### src/rtl/sha1c_pkg.sv
package sha1c_pkg;
    localparam int WORD_W     = 32;
    localparam int NUM_WORDS  = 5;
    localparam int WIN_DEPTH  = 16;
    localparam int BLOCK_W    = WORD_W * WIN_DEPTH;
    localparam int HASH_W     = WORD_W * NUM_WORDS;
    localparam int NUM_ROUNDS = 80;
    localparam int PHASE_LEN  = 20;
    localparam int RND_W      = $clog2(NUM_ROUNDS);

    typedef logic [WORD_W-1:0] word_t;
    // Index 4 holds a / H0 (most significant), index 0 holds e / H4.
    typedef logic [NUM_WORDS-1:0][WORD_W-1:0] chain_t;

    localparam chain_t IV_VALUE = 160'h67452301efcdab8998badcfe10325476c3d2e1f0;

    typedef enum logic [1:0] {ST_IDLE, ST_CRUNCH, ST_FOLD} phase_e;

    function automatic word_t rotl(input word_t x, input int n);
        return (x << n) | (x >> (WORD_W - n));
    endfunction

    function automatic word_t round_const(input logic [RND_W-1:0] t);
        if (int'(t) < PHASE_LEN)            return 32'h5a827999;
        else if (int'(t) < 2 * PHASE_LEN)   return 32'h6ed9eba1;
        else if (int'(t) < 3 * PHASE_LEN)   return 32'h8f1bbcdc;
        else                                return 32'hca62c1d6;
    endfunction

    function automatic word_t mix_fn(input logic [RND_W-1:0] t,
                                     input word_t b, input word_t c, input word_t d);
        if (int'(t) < PHASE_LEN)
            return (b & c) | (~b & d);
        else if (int'(t) >= 2 * PHASE_LEN && int'(t) < 3 * PHASE_LEN)
            return (b & c) | (b & d) | (c & d);
        else
            return b ^ c ^ d;
    endfunction
endpackage

### src/rtl/sha1c_sched.sv
module sha1c_sched
    import sha1c_pkg::*;
#(
    parameter int DEPTH = WIN_DEPTH
) (
    input  logic                      clk,
    input  logic                      rst_n,
    input  logic                      load,
    input  logic                      step,
    input  logic [DEPTH*WORD_W-1:0]   block,
    output word_t                     w_now
);
    localparam int TAP_3  = DEPTH - 3;
    localparam int TAP_8  = DEPTH - 8;
    localparam int TAP_14 = DEPTH - 14;

    logic [DEPTH-1:0][WORD_W-1:0] win_q;
    word_t fresh;

    // Slot 0 is the word used this round; slot DEPTH-1 receives W[t+16].
    assign fresh = rotl(win_q[TAP_3] ^ win_q[TAP_8] ^ win_q[TAP_14] ^ win_q[0], 1);
    assign w_now = win_q[0];

    always_ff @(posedge clk or negedge rst_n) begin
        if (!rst_n) begin
            win_q <= '0;
        end else if (load) begin
            for (int i = 0; i < DEPTH; i++)
                win_q[i] <= block[DEPTH*WORD_W-1-WORD_W*i -: WORD_W];
        end else if (step) begin
            for (int i = 0; i < DEPTH-1; i++)
                win_q[i] <= win_q[i+1];
            win_q[DEPTH-1] <= fresh;
        end
    end
endmodule

### src/rtl/sha1c_round.sv
module sha1c_round
    import sha1c_pkg::*;
(
    input  chain_t            st,
    input  word_t             w,
    input  logic [RND_W-1:0]  idx,
    output chain_t            nx
);
    word_t a, b, c, d, e, temp;

    assign a = st[4];
    assign b = st[3];
    assign c = st[2];
    assign d = st[1];
    assign e = st[0];

    assign temp = rotl(a, 5) + mix_fn(idx, b, c, d) + e + round_const(idx) + w;
    assign nx   = {temp, a, rotl(b, 30), c, d};
endmodule

### src/rtl/sha1c_ctrl.sv
module sha1c_ctrl
    import sha1c_pkg::*;
(
    input  logic              clk,
    input  logic              rst_n,
    input  logic              start_req,
    input  logic              chain_req,
    output logic [RND_W-1:0]  idx,
    output logic              load,
    output logic              use_iv,
    output logic              step,
    output logic              fold,
    output logic              idle,
    output logic              done
);
    localparam logic [RND_W-1:0] LAST = RND_W'(NUM_ROUNDS - 1);

    phase_e st_q, st_d;
    logic   accept;

    always_ff @(posedge clk or negedge rst_n) begin
        if (!rst_n) st_q <= ST_IDLE;
        else        st_q <= st_d;
    end

    always_comb begin
        st_d = st_q;
        unique case (st_q)
            ST_IDLE:   if (accept)      st_d = ST_CRUNCH;
            ST_CRUNCH: if (idx == LAST) st_d = ST_FOLD;
            ST_FOLD:                    st_d = ST_IDLE;
            default:                    st_d = ST_IDLE;
        endcase
    end

    always_comb begin
        idle   = (st_q == ST_IDLE);
        accept = idle && (start_req || chain_req);
        load   = accept;
        use_iv = start_req;      // start outranks chain
        step   = (st_q == ST_CRUNCH);
        fold   = (st_q == ST_FOLD);
    end

    always_ff @(posedge clk or negedge rst_n) begin
        if (!rst_n)                     idx <= '0;
        else if (accept)                idx <= '0;
        else if (step && idx != LAST)   idx <= idx + 1'b1;
    end

    always_ff @(posedge clk or negedge rst_n) begin
        if (!rst_n)      done <= 1'b0;
        else if (accept) done <= 1'b0;
        else if (fold)   done <= 1'b1;
    end

    a_r4_ctr_range: assert property (@(posedge clk) disable iff (!rst_n)
        idx <= LAST);
    a_r4_fold_once: assert property (@(posedge clk) disable iff (!rst_n)
        (st_q == ST_FOLD) |=> (st_q == ST_IDLE));
    a_r7_busy_ignore: assert property (@(posedge clk) disable iff (!rst_n)
        (st_q == ST_CRUNCH && idx != LAST) |=> (st_q == ST_CRUNCH && idx == $past(idx) + 1'b1));
    a_r6_accept_clears: assert property (@(posedge clk) disable iff (!rst_n)
        accept |=> (!done && st_q == ST_CRUNCH && idx == '0));
endmodule

### src/rtl/sha1_iter_core.sv
module sha1_iter_core
    import sha1c_pkg::*;
(
    input  logic                clk,
    input  logic                rst_n,
    input  logic                msg_start,
    input  logic                msg_chain,
    input  logic [BLOCK_W-1:0]  msg_block,
    output logic                core_idle,
    output logic [HASH_W-1:0]   hash_out,
    output logic                hash_ok
);
    logic [RND_W-1:0] idx;
    logic   load, use_iv, step, fold;
    logic   iv_q;
    word_t  w_now;
    chain_t h_q, wk_q, wk_nx, base, fold_sum;

    sha1c_ctrl u_ctrl (
        .clk(clk), .rst_n(rst_n), .start_req(msg_start), .chain_req(msg_chain),
        .idx(idx), .load(load), .use_iv(use_iv), .step(step), .fold(fold),
        .idle(core_idle), .done(hash_ok)
    );

    sha1c_sched #(.DEPTH(WIN_DEPTH)) u_sched (
        .clk(clk), .rst_n(rst_n), .load(load), .step(step),
        .block(msg_block), .w_now(w_now)
    );

    sha1c_round u_round (.st(wk_q), .w(w_now), .idx(idx), .nx(wk_nx));

    // Base is chosen at fold time so hash_out stays untouched while busy.
    assign base = iv_q ? IV_VALUE : h_q;

    for (genvar g = 0; g < NUM_WORDS; g++) begin : g_fold
        assign fold_sum[g] = base[g] + wk_q[g];
    end

    always_ff @(posedge clk or negedge rst_n) begin
        if (!rst_n) begin
            h_q  <= '0;
            wk_q <= '0;
            iv_q <= 1'b0;
        end else if (load) begin
            wk_q <= use_iv ? IV_VALUE : h_q;
            iv_q <= use_iv;
        end else if (step) begin
            wk_q <= wk_nx;
        end else if (fold) begin
            h_q <= fold_sum;
        end
    end

    assign hash_out = h_q;

    a_r5_hold: assert property (@(posedge clk) disable iff (!rst_n)
        !fold |=> $stable(hash_out));
    a_r6_ok_source: assert property (@(posedge clk) disable iff (!rst_n)
        $rose(hash_ok) |-> $past(fold));
    a_r4_idle_after_fold: assert property (@(posedge clk) disable iff (!rst_n)
        fold |=> (core_idle && hash_ok));
endmodule

### config.mk
export PLATFORM = sky130hd
export DESIGN_NAME = sha1_iter_core
export DESIGN_NICKNAME = d
export VERILOG_FILES = /design/src/rtl/sha1c_pkg.sv /design/src/rtl/sha1c_sched.sv /design/src/rtl/sha1c_round.sv /design/src/rtl/sha1c_ctrl.sv /design/src/rtl/sha1_iter_core.sv
export SDC_FILE = /design/constraint.sdc
export NUM_CORES = 2
export LEC_CHECK = 0
export ABC_AREA = 1
export BUFFER_PORTS_ARGS = -buffer_cell sky130_fd_sc_hd__buf_2
export CELL_PAD_IN_SITES_DETAIL_PLACEMENT = 0
export CELL_PAD_IN_SITES_GLOBAL_PLACEMENT = 1
export CORE_AREA = 2 2 355 357
export DETAILED_ROUTE_END_ITERATION = 8
export DIE_AREA = 0 0 357 359
export HOLD_SLACK_MARGIN = 0.08
export PLACE_DENSITY_LB_ADDON = 0.1
export SYNTH_ARGS = -nofsm -noshare
export SYNTH_HDL_FRONTEND = slang
export SYNTH_SLANG_ARGS = --single-unit
export TNS_END_PERCENT = 5
### constraint.sdc
create_clock -name clk -period 4.5 [get_ports clk]
set_clock_uncertainty 0.05 [all_clocks]
set_input_delay 0.9 -clock clk [delete_from_list [all_inputs] [get_ports clk]]
set_output_delay 0.9 -clock clk [all_outputs]
set_load 0.02 [all_outputs]
==> results.cfg <==
[synth]
synth_top_flop_cell = dfrtp_1
netlist_area_sq_um = 54320
yosysMostFrequentCell = o21ai_0
yosys-top-cells-area = dfrtp_1 39%, o21ai_0 13%, inv_1 8.4%
synthDominantCellAreaShare_pct = 38.83
syn_area_per_cell_sq_um = 7.504
synth_seq_cells = 843
synth-edff-count = 0
syn-num-nets = 8072
ys_types = 50
synth_top_cells_by_count = 1370 x o21ai_0, 1216 x inv_1, 1185 x nand2_1
synthArstFlopShare_pct = 100.0
syn_inst = 7239
synth-seq-area-share_pct = 38.83
yosysTopAreaCell = dfrtp_1
ys_warn_count = 0

[grt]
grt_pass1_wl_microns = 367000
antenna_found_initial = 92
grt_max_degree = 209
grtUsageTotal_pct = 39.49
overflow = 0
grt_pass1_vias = 52050

[floorplanning]
dieArea_sq_um = 128200
initial_core_util_pct = 43.60
die_h_microns = 359
core_sq_um = 124600
die_x_microns = 357
rows = 130
ios = 678

[routing]
first_pass_iters = 9
remaining_drc_errors = 0
antenna_left = 0
first_iter_violations = 6046
routed_wirelength_microns = 258600
wl_per_cell_microns = 26.80
via_per_inst = 5.702
dr_total_vias = 55030

[sta]
relSlewSlack_pct = 20.06
fin_setup_tns_ns = 0
worst_pin_slew_ns = 1.187
setup-violations-final = 0
finalHoldViolCount = 0
final.period_utilization_pct = 95.59
period_needed_ns = 4.301
rsz0062_at_grt = false
slew_violations = 0
max_freq_ghz = 0.2325

[cts]
cts_root_buf = clkbuf_16
clockBufferDepth = 3
h-tree-depth = 3
path_clk_slew_ns = 0.06
clkLatencyLatePin_ns = 0.74
cts.sinks = 843
cts_made_buffers = 99
tritoncts = done

[layout]
drive_gt1_share_pct = 14.35
fill_cells = 12680
area_growth_pct = 17.50
final_nets = 8714

[worst_hold_path]
min_path_type = input port to asynchronous set/reset pin

[setup_path]
path_class = register to register
crit_arrival_ns = 4.87
crit_required_ns = 5.07
r2r-start = u_ctrl.idx[4]
critPathLaunchType = register
end_kind = register
r2r_cells = 19
timing.rr.end = wk_q[158]
cp_max_fo = 60
r2r_setup_slack_ns = 0.20

[run]
drv_cap = 0

[outcome]
status = finished clean

[place]
port_buffers = 677
dp_hpwl_microns = 204900
place_congestion = 1.035
-- layout by cell type, fill, tap and decap left out, types with 19 or more instances in the layout --
cell type	netlist	layout
fa_1	117	117
nor2_1	460	457
buf_12	0	30
diode_2	0	43
nand3b_1	24	24
xor2_1	19	19
clkbuf_1	242	23
o221ai_1	108	108
dfrtp_1	843	842
clkbuf_8	0	20
o211ai_1	27	27
ha_1	200	200
o21bai_1	31	31
a21oi_1	259	259
clkbuf_16	0	100
o21ai_0	1370	1368
nand4_1	44	44
buf_2	91	676
a31oi_1	22	22
nand3_1	265	265
nor3_1	37	37
buf_4	5	179
xnor2_1	143	143
or2_2	77	77
o22ai_1	137	137
nand2_1	1185	1183
inv_1	1216	1214
o21ai_1	204	206
-- state kept, by name (all words and copies together) (netlist names) --
register	flops
u_sched.win_q	480
u_ctrl.st_q	2
iv_q	1
wk_q	160
u_ctrl.idx	7
u_sched.w_now	32
hash_out	160
u_ctrl.done	1
-- worst max path at each step --
| stage | start | end | slack [ns] | cells after the start |
|---|---|---|---|---|
| 3_5_place_dp | wk_q[156] | wk_q[159] | 0.21 | 19 |
| 6_report | u_ctrl.idx[4] | wk_q[158] | 0.20 | 19 |
| 5_1_grt | u_ctrl.idx[4] | wk_q[158] | 0.02 | 19 |
| 3_3_place_gp | wk_q[156] | wk_q[159] | 0.24 | 19 |
| 2_1_floorplan | u_ctrl.idx[4] | wk_q[158] | 0.82 | 20 |
| 4_1_cts | wk_q[156] | wk_q[159] | 0.19 | 19 |
-- through the flow --
step | std cells | hold WS, ns | setup slack (ns) | utilization, % | instance area, sq um
floorplan | 7239 | 0.4030 | 0.8232 | - | 54320
global placement | 9430 | 0.4165 | 0.2390 | 48.43 | 60340
detailed placement | 9430 | 0.4226 | 0.2133 | 48.43 | 60340
CTS | 9608 | 0.2205 | 0.1947 | 51.13 | 63710
global route | 9638 | 0.2080 | 0.02051 | 51.20 | 63790
finish | 9651 | 0.1752 | 0.1985 | 51.23 | 63830
-- metal layers --
metal / vias to the layer above / share of wire (%) / GRT usage (%)
met4: 74 / 6.0 / 21.29
li1: 25070 / - / -
met5: - / 0.19 / 0.07547
met1: 26540 / 39 / 50.57
met3: 579 / 8.8 / 8.751
met2: 2757 / 46 / 62.01
-- critical path, stage by stage, from the launching register on --
cell	delay [ns]
dfrtp_1	0.43
nand2_1	0.20
nand4_2	0.17
buf_12	0.23
nand2_1	0.15
inv_1	0.13
fa_1	0.50
inv_1	0.05
fa_1	0.47
inv_1	0.04
ha_1	0.42
nand2_1	0.14
nor2_1	0.16
inv_1	0.10
nor3_1	0.35
and2_1	0.19
nand2_1	0.06
nand3_1	0.09
nand3_1	0.07
a21oi_1	0.14
-- kinds of logic (layout without fill, tap and decap cells) --
| logic type | count (synthesis) | count (layout) | synth area share (%) |
|---|---|---|---|
| AO/OA/AOI/OAI | 2225 | 2225 | 22.22 |
| XOR/XNOR | 162 | 162 | 2.612 |
| adder cells (fa/ha/maj) | 317 | 317 | 8.919 |
| buffers and inverters | 1569 | 2288 | 11.13 |
| flip-flops | 843 | 843 | 38.83 |
| multiplexers | 2 | 2 | 0.03686 |
| other | 0 | 43 | 0 |
| AND/OR/NAND/NOR | 2121 | 2121 | 16.25 |
-- layout make-up --
class	instances	area [sq um]	area share (%)
Antenna cell	43	107.6	0.1686
Inverter	1223	4613	7.228
Tap cell	1650	2064	3.235
Sequential cell	843	21100	33.06
Clock inverter	35	500.5	0.7841
Timing Repair Buffer	887	5354	8.388
Clock buffer	143	2864	4.487
Multi-Input combinational cell	4827	27220	42.65
-- repair_timing --
| action | in CTS | in global routing |
|---|---|---|
| resized for setup | 0 | 8 |
| buffers inserted | 0 | 0 |
| hold buffers | 0 | 0 |
| setup endpoints to repair | 0 | 8 |
Power is left out: the tool's default activity adds up to more than one toggle a clock period on the data nets, which glitch-free logic cannot reach.
